File: src/rtl/gfp_pkg.sv
package gfp_pkg;

    localparam int GF_W = 8;
    localparam logic [GF_W-1:0] GF_POLY_LOW = 8'h1D;

    localparam logic [7:0] OPC_MOVE = 8'h08;
    localparam logic [7:0] OPC_WSUM = 8'h1A;
    localparam logic [7:0] OPC_DUAL = 8'h1B;

    typedef enum logic [1:0] {
        MD_MOVE   = 2'd0,
        MD_SINGLE = 2'd1,
        MD_DUAL   = 2'd2
    } mode_e;

    typedef enum logic {
        ST_IDLE = 1'b0,
        ST_RUN  = 1'b1
    } state_e;

    typedef struct packed {
        logic  legal;
        mode_e mode;
    } decode_t;

    // multiply by x modulo the field polynomial
    function automatic logic [GF_W-1:0] gf_xtime(input logic [GF_W-1:0] v);
        return {v[GF_W-2:0], 1'b0} ^ (v[GF_W-1] ? GF_POLY_LOW : '0);
    endfunction

    function automatic decode_t decode_op(input logic [7:0] op, input logic one_src);
        decode_t d;
        d.legal = 1'b1;
        d.mode  = MD_SINGLE;
        case (op)
            OPC_MOVE: d.mode = MD_MOVE;
            OPC_WSUM: d.mode = MD_SINGLE;
            OPC_DUAL: begin
                d.mode = MD_DUAL;
                if (one_src) d.legal = 1'b0;
            end
            default: d.legal = 1'b0;
        endcase
        return d;
    endfunction

endpackage

File: src/rtl/gfp_mul.sv
module gfp_mul
    import gfp_pkg::*;
(
    input  logic [GF_W-1:0] a,
    input  logic [GF_W-1:0] b,
    output logic [GF_W-1:0] y
);
    // shift-and-reduce: partial products a*x^k gated by b[k]
    always_comb begin
        logic [GF_W-1:0] pw;
        pw = a;
        y  = '0;
        for (int k = 0; k < GF_W; k++) begin
            if (b[k]) y = y ^ pw;
            pw = gf_xtime(pw);
        end
    end
endmodule

File: src/rtl/gfp_acc.sv
module gfp_acc
    import gfp_pkg::*;
(
    input  logic            clk,
    input  logic            rst,
    input  logic            en,
    input  logic            first,
    input  logic [GF_W-1:0] term,
    output logic [GF_W-1:0] acc
);
    always_ff @(posedge clk) begin
        if (rst) begin
            acc <= '0;
        end else if (en) begin
            acc <= (first ? '0 : acc) ^ term;
        end
    end
endmodule

File: src/rtl/gfp_seq.sv
module gfp_seq
    import gfp_pkg::*;
#(
    parameter int MAX_SRC = 16,
    parameter int LEN_W   = 12,
    localparam int SRC_W  = (MAX_SRC > 1) ? $clog2(MAX_SRC) : 1
) (
    input  logic             clk,
    input  logic             rst,
    input  logic             cmd_valid,
    input  logic [7:0]       cmd_op,
    input  logic [SRC_W-1:0] cmd_cnt_m1,
    input  logic [LEN_W-1:0] cmd_len_m1,
    output logic             cmd_ready,
    output logic             take_cmd,
    input  logic             src_valid,
    output logic             src_ready,
    output logic             beat,
    output logic             first,
    output logic [SRC_W-1:0] idx,
    output logic             res_valid,
    output mode_e            mode,
    output logic             err
);
    state_e           state;
    logic [SRC_W-1:0] cnt_lim;
    logic [LEN_W-1:0] len_lim;
    logic [LEN_W-1:0] off;
    logic             last;
    decode_t          dec;

    assign dec       = decode_op(cmd_op, cmd_cnt_m1 == '0);
    assign cmd_ready = (state == ST_IDLE);
    assign take_cmd  = cmd_valid && cmd_ready && dec.legal;
    assign src_ready = (state == ST_RUN);
    assign beat      = src_valid && src_ready;
    assign first     = (idx == '0);
    assign last      = (idx == cnt_lim);

    always_ff @(posedge clk) begin
        if (rst) begin
            state     <= ST_IDLE;
            cnt_lim   <= '0;
            len_lim   <= '0;
            off       <= '0;
            idx       <= '0;
            mode      <= MD_SINGLE;
            err       <= 1'b0;
            res_valid <= 1'b0;
        end else begin
            res_valid <= beat && last;
            if (cmd_valid && cmd_ready) begin
                if (dec.legal) begin
                    state   <= ST_RUN;
                    mode    <= dec.mode;
                    cnt_lim <= (dec.mode == MD_MOVE) ? '0 : cmd_cnt_m1;
                    len_lim <= cmd_len_m1;
                    off     <= '0;
                    idx     <= '0;
                end else begin
                    err <= 1'b1;
                end
            end
            if (beat) begin
                if (last) begin
                    idx <= '0;
                    if (off == len_lim) begin
                        state <= ST_IDLE;
                    end else begin
                        off <= off + 1'b1;
                    end
                end else begin
                    idx <= idx + 1'b1;
                end
            end
        end
    end
endmodule

File: src/rtl/gf_parity_unit.sv
module gf_parity_unit
    import gfp_pkg::*;
#(
    parameter int MAX_SRC = 16,
    parameter int LEN_W   = 12,
    localparam int SRC_W  = (MAX_SRC > 1) ? $clog2(MAX_SRC) : 1,
    localparam int COEF_W = MAX_SRC * GF_W
) (
    input  logic              clk,
    input  logic              rst,
    input  logic              cmd_valid,
    output logic              cmd_ready,
    input  logic [7:0]        cmd_op,
    input  logic [SRC_W-1:0]  cmd_cnt_m1,
    input  logic [LEN_W-1:0]  cmd_len_m1,
    input  logic [COEF_W-1:0] cmd_coef,
    input  logic              src_valid,
    output logic              src_ready,
    input  logic [GF_W-1:0]   src_data,
    output logic              res_valid,
    output logic              res_dual,
    output logic [GF_W-1:0]   res_p,
    output logic [GF_W-1:0]   res_q,
    output logic              err
);
    logic             take_cmd;
    logic             beat;
    logic             first;
    logic [SRC_W-1:0] idx;
    mode_e            mode_r;
    logic [GF_W-1:0]  coef_q [MAX_SRC];
    logic [GF_W-1:0]  coef_eff;
    logic [GF_W-1:0]  q_term;

    gfp_seq #(.MAX_SRC(MAX_SRC), .LEN_W(LEN_W)) u_seq (
        .clk        (clk),
        .rst        (rst),
        .cmd_valid  (cmd_valid),
        .cmd_op     (cmd_op),
        .cmd_cnt_m1 (cmd_cnt_m1),
        .cmd_len_m1 (cmd_len_m1),
        .cmd_ready  (cmd_ready),
        .take_cmd   (take_cmd),
        .src_valid  (src_valid),
        .src_ready  (src_ready),
        .beat       (beat),
        .first      (first),
        .idx        (idx),
        .res_valid  (res_valid),
        .mode       (mode_r),
        .err        (err)
    );

    // one coefficient register per source lane
    for (genvar g = 0; g < MAX_SRC; g++) begin : g_lane
        always_ff @(posedge clk) begin
            if (rst) begin
                coef_q[g] <= '0;
            end else if (take_cmd) begin
                coef_q[g] <= cmd_coef[g*GF_W +: GF_W];
            end
        end
    end

    assign coef_eff = (mode_r == MD_MOVE) ? GF_W'(1) : coef_q[idx];

    gfp_mul u_mul (
        .a (src_data),
        .b (coef_eff),
        .y (q_term)
    );

    gfp_acc u_acc_p (
        .clk   (clk),
        .rst   (rst),
        .en    (beat),
        .first (first),
        .term  (src_data),
        .acc   (res_p)
    );

    gfp_acc u_acc_q (
        .clk   (clk),
        .rst   (rst),
        .en    (beat),
        .first (first),
        .term  (q_term),
        .acc   (res_q)
    );

    assign res_dual = res_valid && (mode_r == MD_DUAL);
endmodule

File: config.mk
export PLATFORM = sky130hd
export DESIGN_NAME = gf_parity_unit
export DESIGN_NICKNAME = d
export VERILOG_FILES = /design/src/rtl/gfp_pkg.sv /design/src/rtl/gfp_mul.sv /design/src/rtl/gfp_acc.sv /design/src/rtl/gfp_seq.sv /design/src/rtl/gf_parity_unit.sv
export SDC_FILE = /design/constraint.sdc
export NUM_CORES = 1
export LEC_CHECK = 0
export ABC_AREA = 1
export BUFFER_PORTS_ARGS = -buffer_cell sky130_fd_sc_hd__buf_2
export CAP_MARGIN = 20
export CORE_AREA = 2 2 210 212
export DETAILED_ROUTE_END_ITERATION = 12
export DIE_AREA = 0 0 212 214
export PLACE_DENSITY = 0.41
export SETUP_SLACK_MARGIN = 0.02
export SLEW_MARGIN = 10
export SYNTH_ARGS = -nofsm -noshare
export SYNTH_HDL_FRONTEND = slang
export SYNTH_SLANG_ARGS = --single-unit
export TNS_END_PERCENT = 1
File: constraint.sdc
create_clock -name clk -period 11.2 [get_ports clk]
set_input_delay 2.24 -clock clk [delete_from_list [all_inputs] [get_ports clk]]
set_output_delay 2.24 -clock clk [all_outputs]
set_load 0.02 [all_outputs]
[Yosys cells after proc, flatten, opt, wreduce, memory -nomap -nowiden]
Memory sizes are Yosys's and may differ from the RTL's. A register that Yosys moved wholly into a read port is not among the register bits.
Index checks and enable logic that the tools add are counted.
Storage, ports and cells
  memories kept: 1
  bits in writable memories: 128
  bits of input ports: 164
  flip-flop bits (word level): 53
  output and inout bits: 21
Cells by class
  reduce and logical (&&, ||, !) cells: 15
  multiplexer cells: 59
  eq/ne operators: 6
  add/sub/neg operators: 2
  bitwise operators: 34
Memories
  coef_q: words 16, width 8, rd ports 1, clocked after memory_dff 1, wr ports 16, line gf_parity_unit.sv:31  | logic [GF_W-1:0] coef_q [MAX_SRC];
Operator list (count)
  $mux 8: 27
  $xor 8x8->8: 16
  $mux 12: 5
  $mux 5: 7
  $mux 4: 7
  $eq 8x5->1 const B: 2
  $or 1x1->1: 16
  $add 12x1->12 const B: 1
  $eq 12x12->1: 1
  $mux 1: 11
  $eq 8x4->1 const B: 1
  $logic_not 4->1: 2
  $reduce_and 2->1: 3
  $logic_and 1x1->1: 5
  $add 4x1->4 const B: 1
  $eq 4x4->1: 1
  $logic_not 2->1: 2
  $pmux 2 s2: 1
  $reduce_bool 2->1: 2
  $eq 2x2->1 const B: 1
  $not 1->1: 2
  $pmux 1 s2: 1
  $reduce_or 2->1: 1

[Logic depth before layout (Yosys ltp)]
Gate-level depths: netlist of run 1.
  word-level depth: 18
  gate-level depth with buffers: 24
  mapped depth without buffers: 22

[Hierarchy]
A second synthesis of run 1 with hierarchy kept.
Unflattened totals
  cell total of the unflattened synthesis: 1554
  area, all modules: 10938.0 um^2
By module, submodules not included
  gf_parity_unit: sequential area each 3843.7 um^2, times used 1, cells an instance 765, area an instance 6418.7 um^2
  gfp_seq: sequential area each 740.7 um^2, times used 1, cells an instance 336, area an instance 2142.1 um^2
  gfp_mul: sequential area each 0.0 um^2, times used 1, cells an instance 335, area an instance 1616.6 um^2
  gfp_acc: sequential area each 160.2 um^2, times used 2, cells an instance 59, area an instance 380.4 um^2

[Worst setup path before layout of run 1]
Ideal clock, no wire load.
  kind: in2reg
  start point: input cmd_op[7]
  end point: register u_seq.off[1]
  data required time: 11083 ps
  path buffers: 1
  setup slack: 4597 ps
  stages on the path: 10
  arrival: 6485 ps
  cells stage by stage: nor2_1 inv_1 nor3_1 nand4_1 nand2_1 nand2_1 nand2_1 inv_1 clkbuf_1 a32o_1
On the way
  cells in the longest elaborated chain, start to end: 8
  elaborated cells on any way between the ends: 10
  those cells by class: 3 x eq/ne; 6 x mux; 1 x reduce/logical
Ends and longest elaborated chain
  start: declaration: line gf_parity_unit.sv:13  | input logic [7:0] cmd_op,
  $eq 8x4->1 / $eq 8x5->1 (equally long branches): line gfp_pkg.sv:35  | case (op)
  $reduce_or 2->1 (no line)
  $pmux 1 s2 *: line gfp_pkg.sv:35
  $mux 12 *: line gfp_seq.sv:53  | if (dec.legal) begin
  $mux 12 *: line gfp_seq.sv:52  | if (cmd_valid && cmd_ready) begin
  $mux 12: line gfp_seq.sv:67  | if (off == len_lim) begin
  $mux 12: line gfp_seq.sv:65  | if (last) begin
  $mux 12 *: line gfp_seq.sv:64  | if (beat) begin
  end signal: assignment: line gfp_seq.sv:70  | off <= off + 1'b1;
  end: declaration: line gfp_seq.sv:28  | logic [LEN_W-1:0] off;
Mark *: on every way between the ends. The rest lies on a longest branch, timed or not.
A chain may end at the register's enable or synchronous reset.

==> metrics.md, run 1 <==
| Metric | Value |
|---|---|
| Outcome | complete, no violations |
| FFs w/ async S/R, synth | 0% |
| Final antenna-violating net count | 0 |
| Setup crit end kind | register |
| Final Cell Area | 12600 sq um |
| Fmax | 199 MHz |
| Clk pwr share | 38.5% |
| First-pass GRT wire length | about 50 mm |
| Die W | 212 um |
| TNS Setup | 0 ps |
| RR Endpoint | u_acc_q.acc[2]$_SDFFE_PP0P_ |
| Post-synthesis compound-gate area fraction | ~4.5% |
| Final worst slack | between 6000 and 7000 ps |
| Post-synthesis simple-gate area fraction | 29.1% |
| Adder-cell area share of the yosys netlist | less than 1% |
| Net Sw Power | around 0.41 mW |
| WHS Endpoint | u_seq.len_lim[2]$_SDFFE_PP0P_ |
| Crit path kind | input port to register |
| Power Dens Cells | 120 nW/um^2 |
| WL final | between 30 and 40 mm |
| Placed cell areas | around 12000 sq um |
| Yosys reg bits | about 190 |
| Commonest non-fill, non-tap cells in the layout | nand2_1, inv_1, nor2_1 |
| Startpoint types | input port |
| CTS tree | yes |
| Final Cycle Share | ~45% |
| Final hold vios | 0 |
| Setup Buffers After CTS | 0 |
| Data required time of the critical path | ~11000 ps |
| Synth warnings | 0 |
| Commonest non-fill, non-tap cell in the layout | nand2_1 |
| Largest net degree at the start of global routing | between 70 and 80 |
| Worst EP arrival | approximately 5000 ps |
| Routability congestion estimate | slightly above 0.8 |
| Core area | between 40000 and 50000 sq um |
| Mux cell area share after synthesis | 0% |
| Avg WL per Cell | approximately 14 um |
| GR Overflow Total | 0 |
| Mapped Cells | around 1400 |
| Syn avg cell area | 7.56 sq um |
| Count of final setup violators | 0 |
| Net Sw Frac | between 20% and 30% |
| # diodes | 0 |
| Worst path cell trace | buf_2, nor2_1, nand4_1, nand2_1, nand2_1, nand2_4, buf_4, buf_4 |
| CTS max path bufs | 2 |
| Post-cts sizing count | 0 |
| P_int | approximately 1.1 mW |
| Flop pwr share | between 40% and 50% |
| Largest family of logic cells by synthesized area | simple AND/OR/NAND/NOR gates |
| VDD IR-drop max | between 0.0001 and 0.00015 V |
| Initial antenna violation count | 0 |
| Hpwl dp | 22.0 mm |
| Fillers | 4782 |
| IO Count | 185 |
| Vias in the first global route | around 9100 |
| Slowest cell on crit path | buf_4 |
| Share of the yosys chip area belonging to registers | 46.7% |
| Die Area | 45400 sq um |
| DRC errors left | 0 |
| Area growth syn-to-layout | 18.2% |
| Clock Root Buffer | clkbuf_16 |
| EDFF count, synth | between 100 and 150 |
| Clock sinks | roughly 190 |
| TritonCTS Buffers | 17 |
| Xor and xnor area share after synthesis | under 10% |
| Relative slew slack | a little under a third |
| Commonest register cell after synthesis | edfxtp_1 |
| Vias/cell | 4.11 |
| Initial Util | 24.9% |
| IO buf count | about 180 |
| Crit-path max FO | 74 |
| CP max stage delay | roughly 740 ps |
| Die height | roughly 210 um |
| Cts-stage hold buffer count | 0 |
| GRT Overall Usage | 14.3% |
| Tightest Hold Check Type | register to register |
| Leak Pwr | 6.21 nW |
| Hold path cells | 2 |
| Core Util, Final | approximately 29% |
| Final Net Count | 1730 |
| H-tree depth | 4 |
| Register-to-register setup slack | 7630 ps |
| Syn_nets | roughly 1600 |
| Synth Cell Area | roughly 11000 sq um |
| 1st-iter DRT viols | between 400 and 500 |
| Clock Pin Slew Worst Setup and Hold Paths | roughly 70 ps |
| Pre-CTS setup slack | ~5700 ps |
| Worst Max-Slew Pin Slew | between 1000 and 1500 ps |
| DR vias | 8892 |
| RSZ-0062 raised after global routing | no |
| R2r worst-path depth | 21 |
| Period minus WS final | around 5000 ps |
| Comb pwr share | 11.8% |
| Worst skew pair latency | roughly 450 ps |
| Layout cell share with drive strength beyond 1 | about 17% |
| Hold_sp | u_seq.len_lim[2]$_SDFFE_PP0P_ |
| Max-Cap Viols | 0 |
| TritonRoute pass-1 iters | 5 |
| Placement Rows | 76 |
| Yosys cell types | 47 |
| Final Skew | 9.64 ps |
| Slew Viols, Final | 0 |
## power by group through the flow
stage          combinational, mW  sequential (mW)  clock, mW
6_report                   0.177            0.750      0.581
2_1_floorplan              0.114            0.767          0
4_1_cts                    0.182            0.750      0.609
3_5_place_dp               0.181            0.765          0
5_1_grt                    0.204            0.751      0.625
3_3_place_gp               0.180            0.765          0
## metrics by stage
stage,instances,power [mW],hold slack [ps]
final,2161,1.51,460
after global routing,2161,1.58,481
after CTS,2161,1.54,462
after detailed placement,2129,0.946,451
after global placement,2129,0.945,453
after floorplan,1410,0.881,438
## layout make-up
class | instances | area (sq um) | share of cell area (%)
clock buffers | 18 | 429 | 3.40
clock inverters | 14 | 119 | 0.943
inverters | 275 | 1040 | 8.24
multi-input cells | 892 | 4320 | 34.3
flip-flops and latches | 185 | 4990 | 39.6
well taps | 585 | 732 | 5.81
repair buffers | 192 | 981 | 7.78
## layer usage
metal	vias up	GRT usage (%)	part of all wire (%)
met2	131	23.9	47
met1	4073	19.2	49
li1	4668	-	-
met5	-	0	0
met4	0	3.71	1.2
met3	20	1.98	2.3
## state kept, by name (all words and copies together), names as in the netlist, named ones only
signal / flops
coef_q: 128
u_acc_p.acc: 8
u_acc_q.acc: 8
u_seq.cnt_lim: 4
u_seq.err: 1
u_seq.idx: 4
u_seq.len_lim: 12
u_seq.mode: 2
u_seq.off: 12
u_seq.res_valid: 1
u_seq.src_ready: 1
## critical path, delay by kind of cell
| family | cells | cell delay, ps |
|---|---|---|
| buffers and inverters | 3 | 1570 |
| AND/OR/NAND/NOR | 5 | 1150 |
## how the worst max path moves through the flow
| stage | startpoint | endpoint | cells past startpoint |
|---|---|---|---|
| after global placement | cmd_op[2] | coef_q[4][2]$_SDFFCE_PN0P_ | 8 |
| after detailed placement | cmd_op[2] | coef_q[5][1]$_SDFFCE_PN0P_ | 8 |
| after global routing | cmd_op[7] | coef_q[1][3]$_SDFFCE_PN0P_ | 10 |
| final | cmd_op[2] | coef_q[7][2]$_SDFFCE_PN0P_ | 8 |
| after floorplan | cmd_op[7] | u_seq.off[1]$_SDFF_PP0_ | 10 |
| after CTS | cmd_op[2] | coef_q[0][3]$_SDFFCE_PN0P_ | 8 |
## cell usage after synthesis (8+ instances only)
library cell  instances  area (sq um)
a21oi_1              14          70.1
a22oi_1               9          67.6
buf_1                 9          33.8
buf_2                17          85.1
buf_6                 8          90.1
clkbuf_1             16          60.1
dfxtp_1              57          1140
edfxtp_1            128          3840
inv_1               269          1010
nand2_1             325          1220
nand3_1             127           636
nand4_1              21           131
nor2_1              238           893
nor2_2                8          50.1
nor3_1                9          45.0
o21ai_0              27           135
xnor2_1              17           149
xor2_1               39           342
## kinds of logic after synthesis
logic type               count (synthesis)
AO/OA/AOI/OAI                           77
XOR/XNOR                                66
adder cells (fa/ha/maj)                  3
buffers and inverters                  333
flip-flops                             185
AND/OR/NAND/NOR                        746
Power figures use the tool's default switching activity.
==> inputs of run 2 (changes only) <==
clock period = 4.84 ns   (was 11.2 ns; I/O delays follow)
==> run 2 against run 1 <==
  * Sequential power increased by 130%
  * Largest power group unchanged
  * Largest cell class unchanged
  * Sequential cell count unchanged
  * Worst setup slack got worse by 4400 ps
  * Via count decreased by 0.89%
  * Clock skew increased by 5.0 ps
  * Core utilization increased by 0.11 points
  * Die area unchanged
  * First-iteration DRC count decreased by 10%
  * Combinational power increased by 130%
  * Worst hold slack improved by 1.5 ps
==> metrics.md, run 2 (same netlist as run 1, synthesis figures left out) <==
| Metric | Value |
|---|---|
| Outcome | complete, no violations |
| CTS max path bufs | 2 (unchanged) |
| Final Skew | 14.6 ps (+4.98 ps) |
| Clock Pin Slew Worst Setup and Hold Paths | 70 ps (about the same) |
| Worst EP arrival | 3450 ps (-1670 ps) |
| Hpwl dp | 22.1 mm (+0.44%) |
| Crit path kind | register to register |
| GRT Overall Usage | 14.4% (+0.10 points) |
| Multi-input gate area | 4330 sq um (+0.20%) |
| Layout cell share with drive strength beyond 1 | 16.8% (+0.23 points) |
| Cts-stage hold buffer count | 0 (unchanged) |
| Placement Rows | 76 (unchanged) |
| Hold path cells | 2 (unchanged) |
| Hold_sp | u_seq.len_lim[4]$_SDFFE_PP0P_ |
| Final antenna-violating net count | 0 (unchanged) |
| Power Dens Cells | 276 nW/um^2 (+130%) |
| 1st-iter DRT viols | 403 (-10%) |
| Die W | 212 um (unchanged) |
| Clock sinks | 185 (unchanged) |
| Largest Register | coef_q |
| IO Count | 185 (unchanged) |
| Final hold vios | 0 (unchanged) |
| WL final | 31.4 mm (+0.19%) |
| Max reg flops | 128 (unchanged) |
| Worst Max-Slew Pin Slew | 917 ps (-114 ps) |
| Initial antenna violation count | 0 (unchanged) |
| TritonRoute pass-1 iters | 4 (-1) |
| DRC errors left | 0 (unchanged) |
| IO buf count | 184 (unchanged) |
| Area growth syn-to-layout | 18.6% |
| Total power | 3.49 mW (+130%) |
| Fillers | 4705 (-1.6%) |
| Register-to-register setup slack | 1790 ps (-5840 ps) |
| Final Net Count | 1732 (+0.12%) |
| Total area of sequential cells | 4990 sq um (unchanged) |
| Worst skew pair latency | 470 ps (+20 ps) |
| VDD IR-drop max | 0.000254 V (+140%) |
| Placed cell areas | 12100 sq um (+0.40%) |
| RR Endpoint | u_acc_q.acc[2]$_SDFFE_PP0P_ |
| Post-cts sizing count | 0 (unchanged) |
| Core Util, Final | 29.5% (+0.11 points) |
| Final Cycle Share | between 60% and 70% |
| Period minus WS final | 3050 ps |
| Commonest non-fill, non-tap cells in the layout | nand2_1, inv_1, nor2_1 |
| RSZ-0062 raised after global routing | no |
| CTS tree | yes |
| Largest regs | coef_q x128, u_seq.len_lim x12, u_seq.off x12 |
| H-tree depth | 4 (unchanged) |
| Routability congestion estimate | 0.796 (-1.4%) |
| Worst path cell trace | buf_4, nand2_1, nand2_1, nand2_1, nand3_1, nand3_1, nand2_1, nand2_1, nor2_1, inv_1, nand2_1, nand2_1, nand2_1, nand2_1, nand2_1, nand2_1, nand2_1, nand3_1, nand2_1, nand2_1, nor2_1 |
| Final Cell Area | 12700 sq um (+0.37%) |
| DR vias | 8813 (-0.89%) |
| First-pass GRT wire length | 49.8 mm (-0.11%) |
| R2r worst-path depth | 21 (unchanged) |
| Largest net degree at the start of global routing | 135 (+80%) |
| Count of final setup violators | 0 (unchanged) |
| Slew Viols, Final | 0 (unchanged) |
| Fmax | 328 MHz |
| Startpoint types | register |
| Setup Buffers After CTS | 0 (unchanged) |
| WHS Endpoint | u_seq.len_lim[4]$_SDFFE_PP0P_ |
| Core area | 42900 sq um (unchanged) |
| Hold WS | 461 ps (+1.51 ps) |
| Data required time of the critical path | 5240 ps (-6050 ps) |
| TNS Setup | 0 ps (unchanged) |
| Die height | 214 um (unchanged) |
| Die Area | 45400 sq um (unchanged) |
| Avg WL per Cell | 14.5 um (about the same) |
| Setup crit end kind | register |
| Slowest cell on crit path | dfxtp_2 |
| Leak Pwr | 6.24 nW (+0.55%) |
| Initial Util | 24.9% (unchanged) |
| Max-Cap Viols | 0 (unchanged) |
| CP max stage delay | 530 ps (-210 ps) |
| Relative slew slack | 38.8% (+7.5 points) |
| Crit-path max FO | 31 (-58%) |
| Tightest Hold Check Type | register to register |
| GR Overflow Total | 0 (unchanged) |
| Vias in the first global route | 8968 (-0.96%) |
| Vias/cell | 4.07 (-0.98%) |
| TritonCTS Buffers | 17 (unchanged) |
| # diodes | 0 (unchanged) |
| Clock Root Buffer | clkbuf_16 |
| Most frequent CP cell | nand2_1 |
| Commonest non-fill, non-tap cell in the layout | nand2_1 |
[run 2: cell count changes in the layout (fill, tap and decap cells not counted), sizes merged]
cell	change
clkinvlp	-2
clkinv	+3
buf	+2
clkbuf	-1
[run 2: layout make-up]
| class | count | area share [%] |
|---|---|---|
| well taps | 585 | 5.78 |
| repair buffers | 194 | 8.07 |
| clock inverters | 15 | 0.949 |
| inverters | 275 | 8.21 |
| multi-input cells | 892 | 34.2 |
| flip-flops and latches | 185 | 39.4 |
| clock buffers | 17 | 3.36 |
[run 2: worst max path at each step]
stage | from | to | slack (ps)
2_1_floorplan | cmd_op[7] | u_seq.off[1]$_SDFF_PP0_ | 750
3_3_place_gp | cmd_op[2] | u_seq.off[1]$_SDFF_PP0_ | 1540
3_5_place_dp | cmd_op[7] | coef_q[4][2]$_SDFFCE_PN0P_ | 1420
4_1_cts | register | u_acc_q.acc[5]$_SDFFE_PP0P_ | 1700
5_1_grt | register | u_acc_q.acc[2]$_SDFFE_PP0P_ | 1380
6_report | register | u_acc_q.acc[2]$_SDFFE_PP0P_ | 1790
[run 2: metal layers]
metal / vias to the layer above / part of all wire, % / GRT usage (%)
met5: - / 0 / 0
met1: 3994 / 49 / 19.4
met3: 25 / 3.0 / 2.27
li1: 4668 / - / -
met4: 0 / 1.5 / 4.65
met2: 126 / 47 / 23.4
[run 2: critical path: cells and delay by family, from the launching register on]
| family | cells | cell delay (ps) |
|---|---|---|
| AND/OR/NAND/NOR | 19 | 1920 |
| flip-flops | 1 | 530 |
| buffers and inverters | 2 | 520 |
[run 2: power by group]
| group | switching (mW) | internal, mW | total, mW |
|---|---|---|---|
| Combinational | 0.257 | 0.155 | 0.412 |
| Sequential | 0.0108 | 1.72 | 1.73 |
| Clock | 0.676 | 0.666 | 1.34 |
[run 2: through the flow]
step | instances | setup WS, ps
global route | 2163 | 1380
detailed placement | 2131 | 1420
CTS | 2163 | 1700
floorplan | 1410 | 754
global placement | 2131 | 1540
finish | 2163 | 1790
